## src/rtl/sar_pkg.sv

```systemverilog
package sar_pkg;
    typedef enum logic [1:0] {
        ST_IDLE = 2'd0,
        ST_CONV = 2'd1,
        ST_DONE = 2'd2
    } sar_state_t;
endpackage

```

## src/rtl/sar_seq.sv

```systemverilog
module sar_seq
    import sar_pkg::*;
#(
    parameter int W  = 8,
    parameter int IW = (W > 1) ? $clog2(W) : 1
) (
    input  logic          clk,
    input  logic          rst_n,
    input  logic          start,
    output logic          trial_clr,
    output logic          trial_init,
    output logic          trial_step,
    output logic [IW-1:0] bit_idx,
    output logic          latch_en,
    output logic          eoc
);
    localparam logic [IW-1:0] TOP_IDX = IW'(W - 1);

    sar_state_t state_q, state_d;
    logic [IW-1:0] idx_q;

    // next-state decode
    always_comb begin
        state_d = state_q;
        unique case (state_q)
            ST_IDLE: if (start) state_d = ST_CONV;
            ST_CONV: begin
                if (!start)           state_d = ST_IDLE;
                else if (idx_q == '0) state_d = ST_DONE;
            end
            ST_DONE: if (!start) state_d = ST_IDLE;
            default: state_d = ST_IDLE;
        endcase
    end

    // state register and bit pointer
    always_ff @(posedge clk or negedge rst_n) begin
        if (!rst_n) begin
            state_q <= ST_IDLE;
            idx_q   <= TOP_IDX;
        end else begin
            state_q <= state_d;
            if (trial_init)
                idx_q <= TOP_IDX;
            else if (trial_step && idx_q != '0)
                idx_q <= idx_q - 1'b1;
        end
    end

    // outputs
    always_comb begin
        trial_clr  = !start;
        trial_init = (state_q == ST_IDLE) && start;
        trial_step = (state_q == ST_CONV) && start;
        latch_en   = trial_step && (idx_q == '0);
        eoc        = (state_q == ST_DONE);
        bit_idx    = idx_q;
    end

    assert_done_holds_R7: assert property (@(posedge clk) disable iff (!rst_n)
        (eoc && start) |=> eoc);
    assert_start_low_drops_eoc_R7: assert property (@(posedge clk) disable iff (!rst_n)
        !start |=> !eoc);
    assert_abort_no_eoc_R8: assert property (@(posedge clk) disable iff (!rst_n)
        (state_q == ST_CONV && !start) |=> (state_q == ST_IDLE));
endmodule

```

## src/rtl/sar_trial.sv

```systemverilog
module sar_trial #(
    parameter int W  = 8,
    parameter int IW = (W > 1) ? $clog2(W) : 1
) (
    input  logic          clk,
    input  logic          rst_n,
    input  logic          clr,
    input  logic          init,
    input  logic          step,
    input  logic [IW-1:0] idx,
    input  logic          cmp,
    output logic [W-1:0]  code_q,
    output logic [W-1:0]  code_d
);
    localparam logic [W-1:0] MSB_ONLY = {1'b1, {(W-1){1'b0}}};

    always_comb begin
        code_d = code_q;
        if (clr) begin
            code_d = '0;
        end else if (init) begin
            code_d = MSB_ONLY;
        end else if (step) begin
            code_d[idx] = cmp;
            if (idx != '0)
                code_d[idx - 1'b1] = 1'b1;
        end
    end

    always_ff @(posedge clk or negedge rst_n) begin
        if (!rst_n) code_q <= '0;
        else        code_q <= code_d;
    end

    assert_clear_on_low_R1: assert property (@(posedge clk) disable iff (!rst_n)
        clr |=> (code_q == '0));
    assert_keep_bit_R3: assert property (@(posedge clk) disable iff (!rst_n)
        (step && cmp) |=> code_q[$past(idx)]);
    assert_drop_bit_R3: assert property (@(posedge clk) disable iff (!rst_n)
        (step && !cmp) |=> !code_q[$past(idx)]);
    assert_next_bit_set_R4: assert property (@(posedge clk) disable iff (!rst_n)
        (step && idx != '0) |=> code_q[$past(idx) - 1'b1]);
endmodule

```

## src/rtl/sar_hold.sv

```systemverilog
module sar_hold #(
    parameter int W = 8
) (
    input  logic         clk,
    input  logic         rst_n,
    input  logic         latch_en,
    input  logic [W-1:0] fin_code,
    output logic [W-1:0] result
);
    always_ff @(posedge clk or negedge rst_n) begin
        if (!rst_n)        result <= '0;
        else if (latch_en) result <= fin_code;
    end

    assert_result_only_on_latch_R6: assert property (@(posedge clk) disable iff (!rst_n)
        !$stable(result) |-> $past(latch_en));
endmodule

```

## src/rtl/sar_conv_ctrl.sv

```systemverilog
module sar_conv_ctrl #(
    parameter int W = 8
) (
    input  logic         clk,
    input  logic         rst_n,
    input  logic         start,
    input  logic         cmp_above,
    output logic [W-1:0] dac_code,
    output logic [W-1:0] result,
    output logic         eoc
);
    localparam int IW = (W > 1) ? $clog2(W) : 1;
    localparam logic [W-1:0] MSB_ONLY = {1'b1, {(W-1){1'b0}}};

    logic          t_clr, t_init, t_step, l_en;
    logic [IW-1:0] b_idx;
    logic [W-1:0]  code_next;

    sar_seq #(.W(W), .IW(IW)) u_seq (
        .clk(clk), .rst_n(rst_n), .start(start),
        .trial_clr(t_clr), .trial_init(t_init), .trial_step(t_step),
        .bit_idx(b_idx), .latch_en(l_en), .eoc(eoc)
    );

    sar_trial #(.W(W), .IW(IW)) u_trial (
        .clk(clk), .rst_n(rst_n), .clr(t_clr), .init(t_init), .step(t_step),
        .idx(b_idx), .cmp(cmp_above), .code_q(dac_code), .code_d(code_next)
    );

    sar_hold #(.W(W)) u_hold (
        .clk(clk), .rst_n(rst_n), .latch_en(l_en),
        .fin_code(code_next), .result(result)
    );

    assert_first_trial_msb_R2: assert property (@(posedge clk) disable iff (!rst_n)
        t_init |=> (dac_code == MSB_ONLY));
    assert_latch_raises_eoc_R5: assert property (@(posedge clk) disable iff (!rst_n)
        l_en |=> (eoc && result == dac_code));
endmodule

```

## config.mk

```make
export PLATFORM = sky130hd
export DESIGN_NAME = sar_conv_ctrl
export DESIGN_NICKNAME = d
export VERILOG_FILES = /design/src/rtl/sar_pkg.sv /design/src/rtl/sar_seq.sv /design/src/rtl/sar_trial.sv /design/src/rtl/sar_hold.sv /design/src/rtl/sar_conv_ctrl.sv
export SDC_FILE = /design/constraint.sdc
export NUM_CORES = 1
export LEC_CHECK = 0
export ABC_AREA = 0
export BUFFER_PORTS_ARGS = -buffer_cell sky130_fd_sc_hd__buf_2
export CAP_MARGIN = 40
export CORE_ASPECT_RATIO = 1.4
export CORE_MARGIN = 5
export CORE_UTILIZATION = 50
export DETAILED_ROUTE_END_ITERATION = 6
export GPL_ROUTABILITY_DRIVEN = 0
export PLACE_DENSITY = 0.83
export SYNTH_ARGS = -nofsm -noshare
export SYNTH_HDL_FRONTEND = slang
export SYNTH_SLANG_ARGS = --single-unit
export TNS_END_PERCENT = 20
```

## constraint.sdc

```tcl
create_clock -name clk -period 2.9 [get_ports clk]
set_input_delay 0.58 -clock clk [delete_from_list [all_inputs] [get_ports clk]]
set_output_delay 0.58 -clock clk [all_outputs]
set_load 0.02 [all_outputs]
```

# Word-level counts from Yosys, hierarchy flattened
# Cells that the tools add are included.
dict set report word_totals {
  ff_bits 21
  out_inout_bits 17
  elab_cells 42
}
dict set report op_classes {
  add_sub_neg 1
  order_cmp 4
  eq_ne 5
  mux 16
  n_bitwise 1
  n_reduce_logical 11
}
# cell count
set ops {}
lappend ops {{$mux 8} 4}
lappend ops {{$bwmux 8} 1}
lappend ops {{$lt 3x4->1 const B} 2}
lappend ops {{$mux 2} 4}
lappend ops {{$or 8x8->8} 1}
lappend ops {{$demux 1 s3} 2}
lappend ops {{$ge 3x1->1 const B} 2}
lappend ops {{$logic_and 1x1->1} 6}
lappend ops {{$mux 3} 2}
lappend ops {{$pmux 2 s3} 1}
lappend ops {{$ne 2x2->1 const B} 2}
lappend ops {{$logic_not 3->1} 1}
lappend ops {{$ne 3x3->1 const B} 1}
lappend ops {{$reduce_and 3->1} 1}
lappend ops {{$reduce_bool 3->1} 1}
lappend ops {{$sub 3x1->3 const B} 1}
lappend ops {{$eq 2x1->1 const B} 1}
lappend ops {{$eq 2x2->1 const B} 1}
lappend ops {{$logic_not 2->1} 1}
lappend ops {{$mux 1} 2}
lappend ops {{$reduce_bool 2->1} 1}

# Depth between registers and ports, before layout
dict set report logic_depth {
  word_depth 10
  ltp_mapped 8
  mapped_depth_nobuf 6
}

# By module
# A second synthesis with hierarchy kept.
dict set report unflattened {
  cells_unflattened 108
  hier_area_um2 1176.1
}
# module n_inst cells_each area_per_inst_um2
set by_module_without_submodules {}
lappend by_module_without_submodules {sar_trial 1 63 555.5}
lappend by_module_without_submodules {sar_hold 1 17 331.6}
lappend by_module_without_submodules {sar_seq 1 28 289.0}

# Least setup slack after synthesis
# OpenSTA, ideal clock, no wires.
dict set report synth_timing {
  path_type {flip-flop to flip-flop}
  startpoint {reg u_seq.idx_q[0], in the netlist u_seq.bit_idx[0]}
  endpoint {reg u_trial.code_q[6]}
  arrival_ns 1.734
  t_required_ns 2.799
  slack_ns 1.065
  stages_incl_launch_ff 6
  path_buffers 1
  synth_period_minus_slack_ns 1.835
  path_cell_list {dfstp_2 -> buf_2 -> inv_1 -> ha_1 -> or3_1 -> o32ai_1}
}
dict set report synth_between {
  elab_chain_cells 10
  elab_cells_between_ends 18
}
# element line_no
set synth_lines {}
lappend synth_lines {{start, declared} sar_seq.sv:20} ;# logic [IW-1:0] idx_q;
lappend synth_lines {{start signal, assigned} sar_seq.sv:46} ;# idx_q <= idx_q - 1'b1;
lappend synth_lines {{$sub 3x1->3, or another cell as far along} sar_trial.sv:26} ;# code_d[idx - 1'b1] = 1'b1;
lappend synth_lines {{$lt 3x4->1 (implied by the code), or another cell as far along} sar_trial.sv:26}
lappend synth_lines {{$logic_and 1x1->1 (implied by the code) / $mux 1 (equally long branches)} {sar_trial.sv:26, sar_trial.sv:24}}
lappend synth_lines {{$mux 1 (implied by the code) / $demux 1 s3 (equally long branches)} -}
lappend synth_lines {{$demux 1 s3 / $bwmux 8 (equally long branches)} -}
lappend synth_lines {{$or 8x8->8 (no line)} -}
lappend synth_lines {{$mux 8 *} sar_trial.sv:25} ;# if (idx != '0)
lappend synth_lines {{$mux 8 *} sar_trial.sv:23} ;# end else if (step) begin
lappend synth_lines {{$mux 8 *} sar_trial.sv:21} ;# end else if (init) begin
lappend synth_lines {{$mux 8 *} sar_trial.sv:19} ;# if (clr) begin
lappend synth_lines {{net code_next[6]} sar_conv_ctrl.sv:17} ;# logic [W-1:0] code_next;
lappend synth_lines {{end signal, assigned} sar_trial.sv:32} ;# else code_q <= code_d;
lappend synth_lines {{end, declared} sar_trial.sv:12} ;# output logic [W-1:0] code_q,
# Mark *: on every way through the listed nets, which the timed path passes. The rest lies on a longest branch.
# A chain may end at the register's enable or synchronous reset.

# Final worst setup path
dict set report layout_timing {
  startpoint {reg u_seq.idx_q[1], in the netlist u_seq.bit_idx[1]}
  endpoint {reg u_hold.result[6]}
}
dict set report layout_between {
  elab_chain_cells 10
  elab_cells_between_ends 20
}
# element line_no
set layout_lines {}
lappend layout_lines {{$sub 3x1->3, or another cell as far along} sar_trial.sv:26}
lappend layout_lines {{$lt 3x4->1 (implied by the code), or another cell as far along} sar_trial.sv:26}
lappend layout_lines {{$logic_and 1x1->1 (implied by the code) / $mux 1 (equally long branches)} {sar_trial.sv:26, sar_trial.sv:24}}
lappend layout_lines {{$mux 1 (implied by the code) / $demux 1 s3 (equally long branches)} -}
lappend layout_lines {{$demux 1 s3 / $bwmux 8 (equally long branches)} -}
lappend layout_lines {{$or 8x8->8 (no line)} -}
lappend layout_lines {{$mux 8} sar_trial.sv:25}
lappend layout_lines {{$mux 8} sar_trial.sv:23}
lappend layout_lines {{$mux 8} sar_trial.sv:21}
lappend layout_lines {{$mux 8} sar_trial.sv:19}
lappend layout_lines {{end signal, assigned} sar_hold.sv:12} ;# else if (latch_en) result <= fin_code;
lappend layout_lines {{end, declared} sar_hold.sv:8} ;# output logic [W-1:0] result
# Parallel ways exist; a longest one is shown, timed or not.

==> results.tsv <==
metric	value	unit
die_h	65.2	µm
synth-edff-count	0	
num_vias	894	
cts_sinks	21	
worstSetupEndpointType	register	
synthArstFlopShare	100	%
antenna_cells	0	
htree_levels	1	
nets	132	
clk_latency	0.31	ns
synth_fp_nets	114	
crit_fanout	13	
drive_gt1_share	28.0	%
antenna_found_initial	0	
r2r_setup_slack	0.89	ns
cts_tree	built	
numPortBuffers	20	
netlist_instances	108	
routed_wl	2340	µm
cp_top_family	flip-flops	
cts_max_path_buffers	2	
initial_core_util	51.1	%
drc	0	
crit_slowest_cell	dfstp_2	
fmax	0.496	GHz
grt_pass1_vias	919	
min_period_over_period	69.5	%
fp-row-count	20	
antenna_left	0	
setup_violations	0	
yosysUniqueCellTypes	35	
status	completed	
seq_area_frac_synth	48.7	%
dpl.hpwl	1680	µm
cts-hold-fix-buffers	0	
overflow	0	
first_pass_iters	4	
setup_tns	0	ns
hold_ws	0.195	ns
ir_drop	0.375	mV
core_area	0.00213	mm²
clock-root-buffer	clkbuf_4	
clk_pin_slew	0.11	ns
hold_viol_final	0	
p_leak	0.621	nW
wire_per_inst	15.9	µm
cts_setup_buffers	0	
numCtsBuffers	3	
cts-resized-gates	0	
yosysWarningCount	0	
fin_ws	0.886	ns
max-slew-margin-rel	69.9	%
avgSynthCellArea	10.1	µm²
powerDensity	491	mW/mm²
worst_pin_slew	0.452	ns
crit_type	register to register	
critical-path-max-stage-delay	0.65	ns
hp-class	primary input to asynchronous set/reset pin	
drt_iter0_drc	68	
ys_ff_latch	21	
cp.arrival	2.22	ns
worstPathBufferInverterCount	1	
synth_ff_type	dfrtp_1	
syn_to_final_growth	10.7	%
maxCapViolCount	0	
grt_max_degree	22	
cp.required	3.11	ns
finClkSkew	0.00226	ns
cp-start-kind	register	
dieArea	0.00322	mm²
worstPathCellList	inv_1, ha_1, nor2b_1, nand2_1, mux2_2	
io_pins	21	
synth_area	0.00109	mm²
place_ws	0.928	ns
slew_violations	0	
min_period	2.01	ns
grt_pass1_wl	4060	µm
track_usage	16.0	%
routed_via_density	6.08	
rsz0062_at_grt	no	
die_x	49.4	µm
report_power, final:
group | leakage [nW] | switching (mW) | internal (mW)
clock network | 0.0177 | 0.0922 | 0.0516
registers | 0.279 | 0.0252 | 0.312
logic | 0.325 | 0.0653 | 0.0446
cell type report:
type | instances | area, µm²
inverter | 4 | 15.0
tap | 22 | 27.5
clock inverter | 1 | 5.00
clock buffer | 3 | 22.5
sequential | 21 | 529
timing repair buffer | 20 | 100
multi-input combinational | 76 | 504
fill | 182 | 923
routing by layer:
metal  share of wire [%]  global-route usage (%)  up-vias  wire length, µm
li1                    -                       -      417                -
met1                  38                    18.0      430              895
met2                  53                    27.9       40             1240
met3                 6.2                    2.72        7              144
met4                 2.2                    9.18        0               51
met5                   0                       0        -                0
final timing paths:
path / startpoint / endpoint / cells after the start
max reg2reg: u_seq.bit_idx[1] / u_hold.result[6] / 5
max: u_seq.bit_idx[1] / u_hold.result[6] / 5
min reg2reg: u_hold.result[4] / u_hold.result[4] / 2
max in group asynchronous: rst_n / u_seq.bit_idx[2] / 1
min: rst_n / u_trial.code_q[7] / 1
min in group clk: u_hold.result[4] / u_hold.result[4] / 2
synthesized netlist by cell type (3+ instances only):
master | number | area share (%)
inv_1 | 4 | 1.4
buf_2 | 4 | 1.8
nand3_1 | 3 | 1.4
a21oi_1 | 5 | 2.3
mux2i_1 | 6 | 5.5
o22ai_1 | 4 | 2.3
o21ai_0 | 5 | 2.3
dfrtp_1 | 18 | 41
nand2_1 | 15 | 5.2
nor2_1 | 8 | 2.8
mux2_2 | 3 | 3.1
dfstp_2 | 3 | 7.3
layout by cell type, fill, tap and decap left out, types with 2 or more instances in the layout:
cell	n
nor2_1	8
dfstp_2	3
nand3_1	3
ha_1	2
inv_1	4
nor3_1	2
o22ai_1	4
nand2_1	15
mux2i_1	6
o21ai_0	5
nor3b_1	2
mux2_2	3
nor2b_1	2
nand4b_1	2
a21oi_1	5
buf_2	20
o32ai_1	2
clkbuf_4	3
dfrtp_1	18
metrics by stage:
| stage | total power, mW | cell area [µm²] | cells | utilization (%) |
|---|---|---|---|---|
| global placement | 0.446 | 1180 | 143 | 55.3 |
| detailed placement | 0.450 | 1180 | 143 | 55.3 |
| finish | 0.591 | 1200 | 147 | 56.6 |
| CTS | 0.591 | 1200 | 147 | 56.6 |
| floorplan | 0.421 | 1090 | 108 | - |
| global route | 0.620 | 1200 | 147 | 56.6 |
cells by family after synthesis:
family	share of synthesized area, %
flops	48.7
mux	10.0
compound gates	13.2
fa+ha+maj	2.30
xor+xnor	0.806
simple gates	20.0
buf+inv	4.95
registers in the layout, summed over array words and instances, names as in the netlist:
register and count:
u_seq.state_q 2, u_seq.bit_idx 3, u_hold.result 8, u_trial.code_q 8
worst register-to-register path, delay by kind of cell, from the launching register on:
family | cells | cell delay [ns]
buf+inv | 1 | 0.11
mux | 1 | 0.38
simple gates | 2 | 0.55
flops | 1 | 0.65
fa+ha+maj | 1 | 0.22
No activity file was read; power rests on OpenSTA's default activity.
